==> src/rtl/hzd_pkg.sv <==
// Package: shared widths and record types for the load-use hazard block.
// Assumes a register file addressed by REG_AW bits with register 0 hard-wired.
package hzd_pkg;

    parameter int unsigned REG_AW = 5;

    typedef logic [REG_AW-1:0] reg_idx_t;

    // Control bits that a bubble must neutralise.
    typedef struct packed {
        logic reg_write;
        logic mem_read;
        logic mem_write;
    } ctrl_t;

    // Decoded instruction as held in IF/ID.
    typedef struct packed {
        reg_idx_t rs;
        reg_idx_t rt;
        reg_idx_t rd;
        logic     rs_used;
        logic     rt_used;
        ctrl_t    ctrl;
    } instr_t;

    // Fields of ID/EX that the hazard logic looks at.
    typedef struct packed {
        reg_idx_t rd;
        ctrl_t    ctrl;
    } ex_entry_t;

    localparam int unsigned INSTR_W = $bits(instr_t);
    localparam int unsigned EX_W    = $bits(ex_entry_t);

endpackage

==> src/rtl/hzd_stage_reg.sv <==
// Module: hzd_stage_reg
// Generic pipeline register with write enable and synchronous active-low
// reset to zero. Assumes the all-zero pattern is a harmless no-op word.
module hzd_stage_reg #(
    parameter int unsigned W = 8
) (
    input  logic         clk,
    input  logic         rst_n,
    input  logic         en,
    input  logic [W-1:0] d,
    output logic [W-1:0] q
);

    // Capture d when enabled; clear on reset.
    always_ff @(posedge clk) begin
        if (!rst_n) begin
            q <= '0;
        end else if (en) begin
            q <= d;
        end
    end

endmodule

==> src/rtl/hzd_load_use_detect.sv <==
// Module: hzd_load_use_detect
// Purely combinational comparison of the decode-stage sources against the
// destination of a load sitting in execute. Assumes register 0 is never
// really written, so a load to it cannot create a dependency.
module hzd_load_use_detect
    import hzd_pkg::*;
#(
    parameter int unsigned N_SRC = 2
) (
    input  reg_idx_t         src_idx  [N_SRC],
    input  logic [N_SRC-1:0] src_used,
    input  logic             ex_mem_read,
    input  reg_idx_t         ex_rd,
    output logic             stall
);

    logic [N_SRC-1:0] src_hit;
    logic             ex_load_live;

    // A load in execute only matters if it targets a real register.
    always_comb ex_load_live = ex_mem_read && (ex_rd != '0);

    // One comparator per source operand.
    for (genvar s = 0; s < N_SRC; s++) begin : g_src
        always_comb src_hit[s] = src_used[s] && (src_idx[s] == ex_rd);
    end

    // Any used source matching a live load requests the stall.
    always_comb stall = ex_load_live && (|src_hit);

endmodule

==> src/rtl/hzd_ctrl_squash.sv <==
// Module: hzd_ctrl_squash
// Forces the side-effecting control bits to zero when a bubble is inserted.
// Assumes all state-changing controls are carried in ctrl_t.
module hzd_ctrl_squash
    import hzd_pkg::*;
(
    input  ctrl_t ctrl_in,
    input  logic  squash,
    output ctrl_t ctrl_out
);

    // Pass the controls through or replace them with a no-op set.
    always_comb begin
        ctrl_out = ctrl_in;
        if (squash) begin
            ctrl_out.reg_write = 1'b0;
            ctrl_out.mem_read  = 1'b0;
            ctrl_out.mem_write = 1'b0;
        end
    end

endmodule

==> src/rtl/hzd_pipe_ctrl.sv <==
// Module: hzd_pipe_ctrl
// Decode-stage load-use interlock with the minimal pipeline state around it:
// PC, IF/ID and the control half of ID/EX. One bubble per adjacent load-use
// pair; the stall ends on its own when the load leaves execute.
// Assumes fetched fields are valid every cycle and stores/ALU ops arrive with
// mem_read low.
module hzd_pipe_ctrl
    import hzd_pkg::*;
#(
    parameter int unsigned PC_W    = 32,
    parameter int unsigned PC_STEP = 4
) (
    input  logic              clk,
    input  logic              rst_n,
    input  logic [REG_AW-1:0] if_rs,
    input  logic [REG_AW-1:0] if_rt,
    input  logic [REG_AW-1:0] if_rd,
    input  logic              if_rs_used,
    input  logic              if_rt_used,
    input  logic              if_reg_write,
    input  logic              if_mem_read,
    input  logic              if_mem_write,
    output logic [PC_W-1:0]   pc,
    output logic              pc_wr_en,
    output logic              ifid_wr_en,
    output logic              bubble,
    output logic [REG_AW-1:0] ex_rd,
    output logic              ex_reg_write,
    output logic              ex_mem_read,
    output logic              ex_mem_write
);

    localparam int unsigned N_SRC = 2;
    localparam logic [PC_W-1:0] PC_INC = PC_W'(PC_STEP);

    instr_t    if_instr;
    instr_t    id_instr;
    ex_entry_t ex_next;
    ex_entry_t ex_q;
    ctrl_t     id_ctrl_sq;
    logic      stall;
    reg_idx_t  id_src [N_SRC];
    logic [N_SRC-1:0] id_src_used;
    logic [INSTR_W-1:0] id_vec;
    logic [EX_W-1:0]    ex_vec;

    // Pack the fetched fields into one record.
    always_comb begin
        if_instr.rs             = if_rs;
        if_instr.rt             = if_rt;
        if_instr.rd             = if_rd;
        if_instr.rs_used        = if_rs_used;
        if_instr.rt_used        = if_rt_used;
        if_instr.ctrl.reg_write = if_reg_write;
        if_instr.ctrl.mem_read  = if_mem_read;
        if_instr.ctrl.mem_write = if_mem_write;
    end

    // Program counter: advance unless the interlock holds it.
    always_ff @(posedge clk) begin
        if (!rst_n) begin
            pc <= '0;
        end else if (pc_wr_en) begin
            pc <= pc + PC_INC;
        end
    end

    // IF/ID register, frozen during a stall.
    hzd_stage_reg #(.W(INSTR_W)) u_ifid (
        .clk   (clk),
        .rst_n (rst_n),
        .en    (ifid_wr_en),
        .d     (INSTR_W'(if_instr)),
        .q     (id_vec)
    );

    // Unpack decode record and present the sources to the detector.
    always_comb begin
        id_instr       = instr_t'(id_vec);
        id_src[0]      = id_instr.rs;
        id_src[1]      = id_instr.rt;
        id_src_used[0] = id_instr.rs_used;
        id_src_used[1] = id_instr.rt_used;
    end

    hzd_load_use_detect #(.N_SRC(N_SRC)) u_detect (
        .src_idx     (id_src),
        .src_used    (id_src_used),
        .ex_mem_read (ex_q.ctrl.mem_read),
        .ex_rd       (ex_q.rd),
        .stall       (stall)
    );

    hzd_ctrl_squash u_squash (
        .ctrl_in  (id_instr.ctrl),
        .squash   (stall),
        .ctrl_out (id_ctrl_sq)
    );

    // Next ID/EX content: decode destination with possibly squashed controls.
    always_comb begin
        ex_next.rd   = id_instr.rd;
        ex_next.ctrl = id_ctrl_sq;
    end

    // ID/EX register, written every cycle.
    hzd_stage_reg #(.W(EX_W)) u_idex (
        .clk   (clk),
        .rst_n (rst_n),
        .en    (1'b1),
        .d     (EX_W'(ex_next)),
        .q     (ex_vec)
    );

    // Drive stall outputs and expose the ID/EX record.
    always_comb begin
        ex_q         = ex_entry_t'(ex_vec);
        pc_wr_en     = !stall;
        ifid_wr_en   = !stall;
        bubble       = stall;
        ex_rd        = ex_q.rd;
        ex_reg_write = ex_q.ctrl.reg_write;
        ex_mem_read  = ex_q.ctrl.mem_read;
        ex_mem_write = ex_q.ctrl.mem_write;
    end

    // ---------------- assertions ----------------
    assert_reset_clear_R9: assert property (@(posedge clk)
        !rst_n |=> (pc == '0 && !ex_reg_write && !ex_mem_read && !ex_mem_write && !bubble));

    assert_pc_hold_R6: assert property (@(posedge clk) disable iff (!rst_n)
        bubble |=> $stable(pc));

    assert_pc_step_R10: assert property (@(posedge clk) disable iff (!rst_n)
        !bubble |=> (pc == $past(pc) + PC_INC));

    assert_bubble_empty_R7: assert property (@(posedge clk) disable iff (!rst_n)
        bubble |=> (!ex_reg_write && !ex_mem_read && !ex_mem_write));

    assert_ifid_frozen_R6: assert property (@(posedge clk) disable iff (!rst_n)
        bubble |=> $stable(id_vec));

    assert_single_cycle_R8: assert property (@(posedge clk) disable iff (!rst_n)
        bubble |=> !bubble);

    assert_r0_ignored_R4: assert property (@(posedge clk) disable iff (!rst_n)
        (ex_rd == '0) |-> !bubble);

    assert_non_load_R5: assert property (@(posedge clk) disable iff (!rst_n)
        !ex_mem_read |-> !bubble);

    assert_unused_src_R3: assert property (@(posedge clk) disable iff (!rst_n)
        (!id_instr.rs_used && !id_instr.rt_used) |-> !bubble);

endmodule

==> config.mk <==
export PLATFORM = sky130hd
export DESIGN_NAME = hzd_pipe_ctrl
export DESIGN_NICKNAME = d
export VERILOG_FILES = /design/src/rtl/hzd_pkg.sv /design/src/rtl/hzd_stage_reg.sv /design/src/rtl/hzd_load_use_detect.sv /design/src/rtl/hzd_ctrl_squash.sv /design/src/rtl/hzd_pipe_ctrl.sv
export SDC_FILE = /design/constraint.sdc
export NUM_CORES = 1
export LEC_CHECK = 0
export BUFFER_PORTS_ARGS = -buffer_cell sky130_fd_sc_hd__buf_2
export CAP_MARGIN = 40
export CORE_MARGIN = 2
export CORE_UTILIZATION = 45
export DETAILED_ROUTE_END_ITERATION = 10
export PLACE_DENSITY = 0.73
export SYNTH_ARGS = -nofsm -noshare
export SYNTH_HDL_FRONTEND = slang
export SYNTH_SLANG_ARGS = --single-unit
==> constraint.sdc <==
create_clock -name clk -period 3.5 [get_ports clk]
set_clock_uncertainty 0.15 [all_clocks]
set_input_delay 0.175 -clock clk [delete_from_list [all_inputs] [get_ports clk]]
set_output_delay 0.175 -clock clk [all_outputs]
set_load 0.02 [all_outputs]
Word-level counts from Yosys, hierarchy flattened
Index checks and enable logic that the tools add are counted.
{ "op_classes": {"bitwise_logic": 1, "n_eq_ne": 2, "n_reduce_logical": 8, "addsub": 1} }
{ "op_table": {"columns": ["operator", "n"], "rows": [
  ["$add 32x3->32 const B", 1],
  ["$eq 5x5->1", 2],
  ["$reduce_bool 5->1", 1],
  ["$logic_and 1x1->1", 4],
  ["$reduce_or 2->1", 2],
  ["$logic_not 1->1", 1],
  ["$not 1->1", 1]
]} }
{ "word_totals": {"wordCells": 16, "regBits": 60, "out_inout_bits": 43, "inputBits": 22} }

Depth between registers and ports, before layout
Gate-level depths: netlist of run 1.
{ "logic_depth": {"ltp_word": 5, "ltp_mapped": 7, "depth_no_buf": 6} }

Cells and area by module
From an unflattened synthesis of run 1, not the netlist that was laid out.
{ "hier_totals": {"hier_cells": 281, "hier_area_um2": 2661.3} }
{ "modules_own_cells": {"columns": ["mod", "seq_area_each_um2", "cells_per_inst", "instances", "area_each_um2"], "rows": [
  ["hzd_pipe_ctrl", 600.6, 172, 1, 1451.4],
  ["hzd_stage_reg (u_ifid)", 400.4, 64, 1, 755.7],
  ["hzd_stage_reg (u_idex)", 160.2, 25, 1, 301.5],
  ["hzd_load_use_detect", 0.0, 17, 1, 133.9],
  ["hzd_ctrl_squash", 0.0, 3, 1, 18.8]
]} }

Worst setup path after synthesis of run 1
No wires, ideal clock.
{ "synth_path": {"path_kind": "register -> register", "startpoint": "register u_idex.q[3]", "endpoint": "register u_ifid.q[6]", "synth_period_minus_slack_ns": 2.140, "stages_incl_launch_ff": 7, "t_arrival_ns": 1.859, "required_time_ns": 3.219, "setup_time_ns": 0.131, "n_path_buf": 1, "slack_ns": 1.360, "path_cell_list": "dfxtp_1 > or4_1 > o21a_1 > buf_6 > nand2_1 > inv_1 > a2bb2oi_1"} }
{ "synth_between": {"elab_chain_len": 4, "elab_cells_between_ends": 8, "cone_classes": "eq/ne: 2; reduce/logical: 6"} }
{ "synth_rtl": {"columns": ["element", "line", "text"], "rows": [
  ["from (decl)", "hzd_stage_reg.sv:11", "output logic [W-1:0] q"],
  ["from (signal assigned)", "hzd_stage_reg.sv:17", "q <= '0;"],
  ["from (signal assigned)", "hzd_stage_reg.sv:19", "q <= d;"],
  ["$eq 5x5->1", "hzd_load_use_detect.sv:25", "always_comb src_hit[s] = src_used[s] && (src_idx[s] == ex_rd);"],
  ["$logic_and 1x1->1", "hzd_load_use_detect.sv:25", null],
  ["$reduce_or 2->1", "hzd_load_use_detect.sv:29", "always_comb stall = ex_load_live && (|src_hit);"],
  ["$logic_and 1x1->1 *", "hzd_load_use_detect.sv:29", null],
  ["net bubble", "hzd_pipe_ctrl.sv:26", "output logic bubble,"],
  ["to (signal assigned)", "hzd_stage_reg.sv:17", null],
  ["to (signal assigned)", "hzd_stage_reg.sv:19", null],
  ["to (decl)", "hzd_stage_reg.sv:11", null]
]} }
The timed path passes the listed nets; every way through them passes the cells marked *.
A chain may end at the register's enable or synchronous reset.

Final worst setup path of run 1
{ "layout_path": {"startpoint": "register u_idex.q[4]", "endpoint": "output bubble"} }
{ "layout_between": {"elab_chain_len": 4, "elab_cells_between_ends": 8, "cone_classes": "eq/ne: 2; reduce/logical: 6"} }
{ "layout_rtl": {"columns": ["element", "line"], "rows": [
  ["$eq 5x5->1", "hzd_load_use_detect.sv:25"],
  ["$logic_and 1x1->1", "hzd_load_use_detect.sv:25"],
  ["$reduce_or 2->1", "hzd_load_use_detect.sv:29"],
  ["$logic_and 1x1->1 *", "hzd_load_use_detect.sv:29"],
  ["to (decl)", "hzd_pipe_ctrl.sv:26"]
]} }
Every way passes the cells marked *; elsewhere a longest branch is shown, timed or not.

==> results.sh, run 1 <==
export IMPL_clk_pin_slew_ns=0.07
export IMPL_hp_class="input port to flop"
export IMPL_port_buffers=62
export IMPL_cts_buffers=9
export IMPL_nets=434
export IMPL_ys_ff_latch=58
export IMPL_mostFrequentLayoutCells="buf_2 (62), dfxtp_1 (58), nand2_1 (48), a21oi_1 (35)"
export IMPL_synth_area_per_cell_um2=8.600
export IMPL_pre_cts_ws_ns=1.210
export IMPL_finalMaxSlewViolations=0
export IMPL_peakVddDrop_v=0.0002277
export IMPL_num_rows=29
export IMPL_vias=2667
export IMPL_crit_required_ns=3.17
export IMPL_finalCritPeriodShare_pct=72.31
export IMPL_intPower_uw=1013
export IMPL_drc_errors=0
export IMPL_crit_fanout=15
export IMPL_timing_rr_end="pc[25]"
export IMPL_worstSetupStartpointType="flop"
export IMPL_p_leak_uw=0.001489
export IMPL_final_setup_viol_count=0
export IMPL_core_area_um2=6314
export IMPL_dieArea_um2=7139
export IMPL_seqPwrFrac_pct=50.3
export IMPL_combPwrFrac_pct=10.3
export IMPL_powerDensity_nw_per_um2=385.7
export IMPL_final_util_pct=56.82
export IMPL_reg2reg_depth=5
export IMPL_netlist_instances=339
export IMPL_htreeDepth=3
export IMPL_grt_pass1_wl_um=11170
export IMPL_grt_overflow=0
export IMPL_dr_pass1_iters=4
export IMPL_drt_iter0_drc=178
export IMPL_fin_cells=493
export IMPL_critPathArrivalTime_ns=2.21
export IMPL_grt_usage_pct=19.31
export IMPL_clk_latency_ns=0.34
export IMPL_antenna_found_initial=0
export IMPL_synth_top_cell_area_share_pct=39.83
export IMPL_drt_wl_total_um=6859
export IMPL_routed_via_density=5.410
export IMPL_min_period_ns=2.531
export IMPL_critPathKind="flop to output port"
export IMPL_dp_hpwl_um=4508
export IMPL_setup_slack_ns=0.9691
export IMPL_tightest_slew_ns=0.6141
export IMPL_dpl_cell_count=457
export IMPL_synth_warning_count=0
export IMPL_fmax_mhz=395.1
export IMPL_grt_pass1_vias=2399
export IMPL_gp_congestion=0.8342
export IMPL_multi_input_area_um2=1584
export IMPL_relSlewSlack_pct=59.06
export IMPL_min_to="pc[9]"
export IMPL_yosys_area_top_type="dfxtp_1"
export IMPL_status="finished clean"
export IMPL_grt_max_degree=42
export IMPL_cts_tree="yes"
export IMPL_hp_start="rst_n"
export IMPL_synth_area_um2=2915
export IMPL_swShare_pct=26.81
export IMPL_wl_per_cell_um=13.91
export IMPL_mostFrequentLayoutCell="buf_2"
export IMPL_timing_hold_violations_final=0
export IMPL_clk_path_buf_depth=2
export IMPL_ys_top_cells_by_area="dfxtp_1 (40%), mux2i_1 (9.6%), nand2_1 (6.2%), a21oi_1 (6.0%), nand2b_1 (5.6%)"
export IMPL_drv_cap=0
export IMPL_whs_path_depth=3
export IMPL_synth_seq_area_share_pct=39.83
export IMPL_clkSinkCount=58
export IMPL_r2r_slack_ns=1.19
export IMPL_p_switching_uw=370.9
export IMPL_rsz0062_at_grt="false"
export IMPL_die_w_um=84.49
export IMPL_final_antenna_net_count=0
export IMPL_ys_types=37
export IMPL_ff_latch_area_um2=1161
export IMPL_initial_core_util_pct=46.18
export IMPL_p_clk_share_pct=39.4
export IMPL_die_height_um=84.49
export IMPL_diodes=0
export IMPL_cp_end_kind="output port"
export IMPL_drive_gt1_share_pct=22.12
export IMPL_ios=65
export IMPL_area_growth_pct=23.05
export IMPL_fillerInstances=596
export IMPL_fin_setup_tns_ns=0
export IMPL_root_buffer="clkbuf_8"
export IMPL_r2r_start="u_idex.q[3]"
[area by class of cell]
class | count | share of cell area, %
Tap cell | 77 | 2.686
Clock inverter | 5 | 0.8371
Timing Repair Buffer | 86 | 15.07
Multi-Input combinational cell | 247 | 44.16
Sequential cell | 58 | 32.37
Inverter | 9 | 0.9418
Clock buffer | 11 | 3.941
[logic make-up after synthesis]
kind of cell / Yosys count / synth area share (%)
buffers and inverters: 35 / 6.223
adder cells (fa/ha/maj): 1 / 0.4291
AO/OA/AOI/OAI: 71 / 15.54
XOR/XNOR: 10 / 3.004
multiplexers: 28 / 9.614
flip-flops: 58 / 39.83
other: 1 / 0.1286
AND/OR/NAND/NOR: 135 / 25.24
[worst max-delay path, cell delays in order (launching register included)]
cell and delay (ns):
dfxtp_1 0.43, xnor2_1 0.15, nand4_1 0.19, o22ai_4 0.40, nand2_1 0.25, inv_1 0.23
buf_2 0.20
[how the worst max path moves through the flow]
stage,startpoint,depth (start not counted),endpoint
floorplan,u_idex.q[3],6,u_ifid.q[6]
global placement,u_idex.q[3],5,pc[25]
detailed placement,u_idex.q[3],5,pc[25]
CTS,u_idex.q[4],6,bubble
global route,u_idex.q[7],6,bubble
finish,u_idex.q[4],6,bubble
[power by group through the flow]
stage | sequential (uW) | clock (uW) | combinational [uW]
4_1_cts | 696 | 551 | 142
3_5_place_dp | 711 | 0 | 124
2_1_floorplan | 717 | 0 | 84.5
5_1_grt | 699 | 581 | 156
6_report | 697 | 545 | 142
3_3_place_gp | 711 | 0 | 121
[registers in the layout, summed over array words and instances, names as in the netlist]
register	count
pc	30
u_idex.q	8
u_ifid.q	20
[synthesized netlist by cell type (all sizes together)]
cell	number
mux2i	28
a211oi	7
and3	8
o22a	1
o21a	1
nand2	48
o22ai	1
nor4	2
nor3b	1
inv	8
nor3	2
clkinv	1
clkbuf	12
and2	1
ha	1
a2111oi	1
conb	1
a21oi	35
a2bb2oi	5
nand3	28
xnor2	10
dfxtp	58
nor2	3
or4	1
nand4	14
and4	1
buf	14
nand2b	26
o21ai	20
[metrics by stage]
| stage | instance area (um2) | hold slack (ns) | total power (uW) |
|---|---|---|---|
| after global placement | 3216 | 0.2645 | 832.1 |
| final | 3587 | 0.1663 | 1384 |
| after detailed placement | 3216 | 0.2781 | 835.3 |
| after CTS | 3587 | 0.1575 | 1389 |
| after global routing | 3587 | 0.1890 | 1437 |
| after floorplan | 2919 | 0.1851 | 801.6 |
[metal layers]
metal,global-route usage [%],up-vias,wire (um)
li1,-,1329,-
met1,25.87,1245,3196
met2,29.21,80,3149
met3,4.425,13,340
met4,9.668,0,172
met5,0,-,0
[what timing repair did]
action | 4_1_cts | 5_1_grt
setup buffers | 0 | 0
endpoints found under the hold margin | 20 | 0
gates resized for setup | 0 | 0
hold buffers | 20 | 0
Power figures use the tool's default switching activity.
==> run 2, diff against run 1 <==
--- a/config.mk
+++ b/config.mk
@@ -5,12 +5,13 @@
 export SDC_FILE = /design/constraint.sdc
 export NUM_CORES = 1
 export LEC_CHECK = 0
+export ABC_AREA = 1
 export BUFFER_PORTS_ARGS = -buffer_cell sky130_fd_sc_hd__buf_2
 export CAP_MARGIN = 40
 export CORE_MARGIN = 2
 export CORE_UTILIZATION = 45
 export DETAILED_ROUTE_END_ITERATION = 10
-export PLACE_DENSITY = 0.73
+export PLACE_DENSITY = 0.75
 export SYNTH_ARGS = -nofsm -noshare
 export SYNTH_HDL_FRONTEND = slang
 export SYNTH_SLANG_ARGS = --single-unit
==> constraint.sdc (replaced) <==
create_clock -name clk -period 2.1 [get_ports clk]
set_clock_uncertainty 0.15 [all_clocks]
set_input_delay 0.105 -clock clk [delete_from_list [all_inputs] [get_ports clk]]
set_output_delay 0.105 -clock clk [all_outputs]
set_load 0.02 [all_outputs]
==> run 2 against run 1 <==
- sequential share of layout area shrank 3.4 points
- non-clock buffer count up 4
- largest power group is now clock
- worst hold slack lost 0.031 ns
- register-to-register slack worse by 0.97 ns
- synthesized cell count is 53% higher
- via count rose by 28%
- flip-flop and latch count did not move
- critical endpoint unchanged
- routed wire length increased by 30%
- final cell count grew 42%
- core utilization is 2.0 points higher
- design area increased by 12%
- setup slack lost 0.76 ns
==> results.sh, run 2 <==
export IMPL_synth_commonest_cells="nand2_1 (167), nor2_1 (106), nand3_1 (63)"
export IMPL_mostFrequentLayoutCell="nand2_1"
export IMPL_worstSetupStartpointType="flop"
export IMPL_ys_types=23
export IMPL_status="finished clean"
export IMPL_drv_cap=0
export IMPL_clkSinkCount=58
export IMPL_min_period_ns=1.896
export IMPL_grt_pass1_wl_um=14690
export IMPL_slowest_stage="dfxtp_1"
export IMPL_p_leak_uw=0.001796
export IMPL_num_rows=30
export IMPL_dieArea_um2=7800
export IMPL_clk_path_buf_depth=2
export IMPL_drt_wl_total_um=8944
export IMPL_critPathArrivalTime_ns=1.64
export IMPL_synth_ff_type="dfxtp_1"
export IMPL_final_area_um2=4021
export IMPL_htreeDepth=3
export IMPL_rsz0062_at_grt="false"
export IMPL_grt_max_degree=51
export IMPL_area_growth_pct=25.69
export IMPL_root_buffer="clkbuf_8"
export IMPL_dr_pass1_iters=4
export IMPL_drt_iter0_drc=168
export IMPL_max_stage_delay_ns=0.44
export IMPL_grt_pass1_vias=3183
export IMPL_finalMaxSlewViolations=0
export IMPL_synth_area_um2=3199
export IMPL_final_util_pct=58.86
export IMPL_core_area_um2=6832
export IMPL_dpl_cell_count=659
export IMPL_crit_top_cell="nand2_1"
export IMPL_ys_ff_latch=58
export IMPL_dp_hpwl_um=6030
export IMPL_powerDensity_nw_per_um2=644.9
export IMPL_die_height_um=88.32
export IMPL_cp_end_kind="output port"
export IMPL_fmax_mhz=527.5
export IMPL_relSlewSlack_pct=46.60
export IMPL_initial_core_util_pct=46.83
export IMPL_path_cells="inv_2 -> nand2_1 -> nand2_1 -> nor2_1 -> nand3_1 -> nand2_2 -> nand2_8 -> clkinv_8 -> buf_2"
export IMPL_synth_top_cell_area_share_pct=36.29
export IMPL_grt_overflow=0
export IMPL_tightest_slew_ns=0.8002
export IMPL_routed_via_density=4.887
export IMPL_critPathKind="flop to output port"
export IMPL_final_setup_viol_count=0
export IMPL_clk_pin_slew_ns=0.08
export IMPL_synth_area_per_cell_um2=6.176
export IMPL_final_antenna_net_count=0
export IMPL_diodes=0
export IMPL_hp_class="input port to flop"
export IMPL_fin_setup_tns_ns=0
export IMPL_largest_reg_flops=30
export IMPL_cts_tree="yes"
export IMPL_placed_cell_area_um2=3543
export IMPL_gp_congestion=0.8934
export IMPL_drc_errors=0
export IMPL_cts_buffers=9
export IMPL_timing_hold_violations_final=0
export IMPL_ys_top_cells_by_area="dfxtp_1 (36%), nand2_1 (20%), nor2_1 (12%), nand3_1 (9.9%), inv_1 (4.1%)"
export IMPL_yosys_area_top_type="dfxtp_1"
export IMPL_synth_edff_count=0
export IMPL_wl_per_cell_um=12.80
export IMPL_fin_cells=699
export IMPL_reg_top3="pc (30), u_ifid.q (20), u_idex.q (8)"
export IMPL_mostFrequentLayoutCells="nand2_1 (167), nor2_1 (106), nand3_1 (63), buf_2 (62), dfxtp_1 (54)"
export IMPL_port_buffers=62
export IMPL_netlist_instances=518
export IMPL_synth_warning_count=0
export IMPL_clk_latency_ns=0.35
export IMPL_ios=65
export IMPL_die_w_um=88.32
export IMPL_crit_fanout=14
export IMPL_finalCritPeriodShare_pct=90.27
export IMPL_synth_most_common_cell="nand2_1"
export IMPL_postSynth_asyncResetShare_pct=0
export IMPL_largest_register="pc"
export IMPL_antenna_found_initial=0
export IMPL_synth_seq_area_share_pct=36.29
export IMPL_vias=3416
export IMPL_peakVddDrop_v=0.0004470
export IMPL_crit_required_ns=1.85
export IMPL_grt_usage_pct=24.13
export IMPL_drive_gt1_share_pct=17.91
export IMPL_nets=621
run 2: changes by cell type in the layout (fill, tap and decap cells not counted), sizes merged, moves of 7 or more:
cell	before	now
nand2	48	172
nor2	3	112
inv	8	43
nand3	28	63
mux2i	28	0
nand2b	26	0
o21ai	20	0
nand4	14	0
a21oi	35	23
xor2	0	10
and3	8	0
nand3b	0	8
a211oi	7	0
run 2: final cells by class:
cell class | count | area, um2
Tap cell | 96 | 120.1
Sequential cell | 58 | 1166
Clock inverter | 7 | 101.3
Multi-Input combinational cell | 397 | 1764
Clock buffer | 9 | 123.9
Fill cell | 670 | 2810
Timing Repair Buffer | 90 | 570.5
Timing Repair inverter | 1 | 8.758
Inverter | 41 | 166.4
run 2: worst max-delay path: cells and delay by family (launching register included):
family | cells | cell delay (ns)
buffers and inverters | 3 | 0.32
flip-flops | 1 | 0.44
AND/OR/NAND/NOR | 6 | 0.52
run 2: final timing paths:
path,startpoint,end,slack [ns],depth (start not counted)
worst max register to register,pc[2],pc[16],0.22,7
worst max-delay path,u_idex.q[5],bubble,0.20,9
worst min register to register,u_ifid.q[8],u_idex.q[6],0.26,2
worst min-delay path,rst_n,u_idex.q[7],0.14,4
run 2: per-stage QoR:
stage,power [uW],hold WS (ns),setup WS [ns]
after global routing,2705,0.1428,0.02504
final,2593,0.1355,0.2044
after global placement,1392,0.1614,0.3371
after floorplan,1330,0.07567,0.2976
after CTS,2610,0.1278,0.01720
after detailed placement,1396,0.1717,0.2651
run 2: cells by family after synthesis:
kind of cell,count (synthesis),share of synthesized area (%)
other cells,1,0.1172
simple gates,356,46.54
xor+xnor,15,4.106
flops,58,36.29
compound gates,23,3.598
fa+ha+maj,1,0.3910
buf+inv,64,8.956
run 2: repair_timing:
item,CTS,global route
pin swaps,0,2
hold endpoints to repair,20,0
hold buffers,20,0
resized for setup,1,5
setup endpoints to repair,1,1
cloned,0,1
buffers inserted,0,3
run 2: report_power, final:
group	switching (uW)	internal [uW]	leakage, uW
Clock	513	678	0.000106
Combinational	144	97.2	0.00121
Sequential	26.5	1130	0.000476
run 2: layer usage:
layer	GRT usage [%]	part of all wire, %	vias to the layer above
li1	-	-	1760
met4	6.198	1.7	0
met2	42.79	48	123
met3	5.877	7.1	14
met5	0	0	-
met1	29.30	43	1519
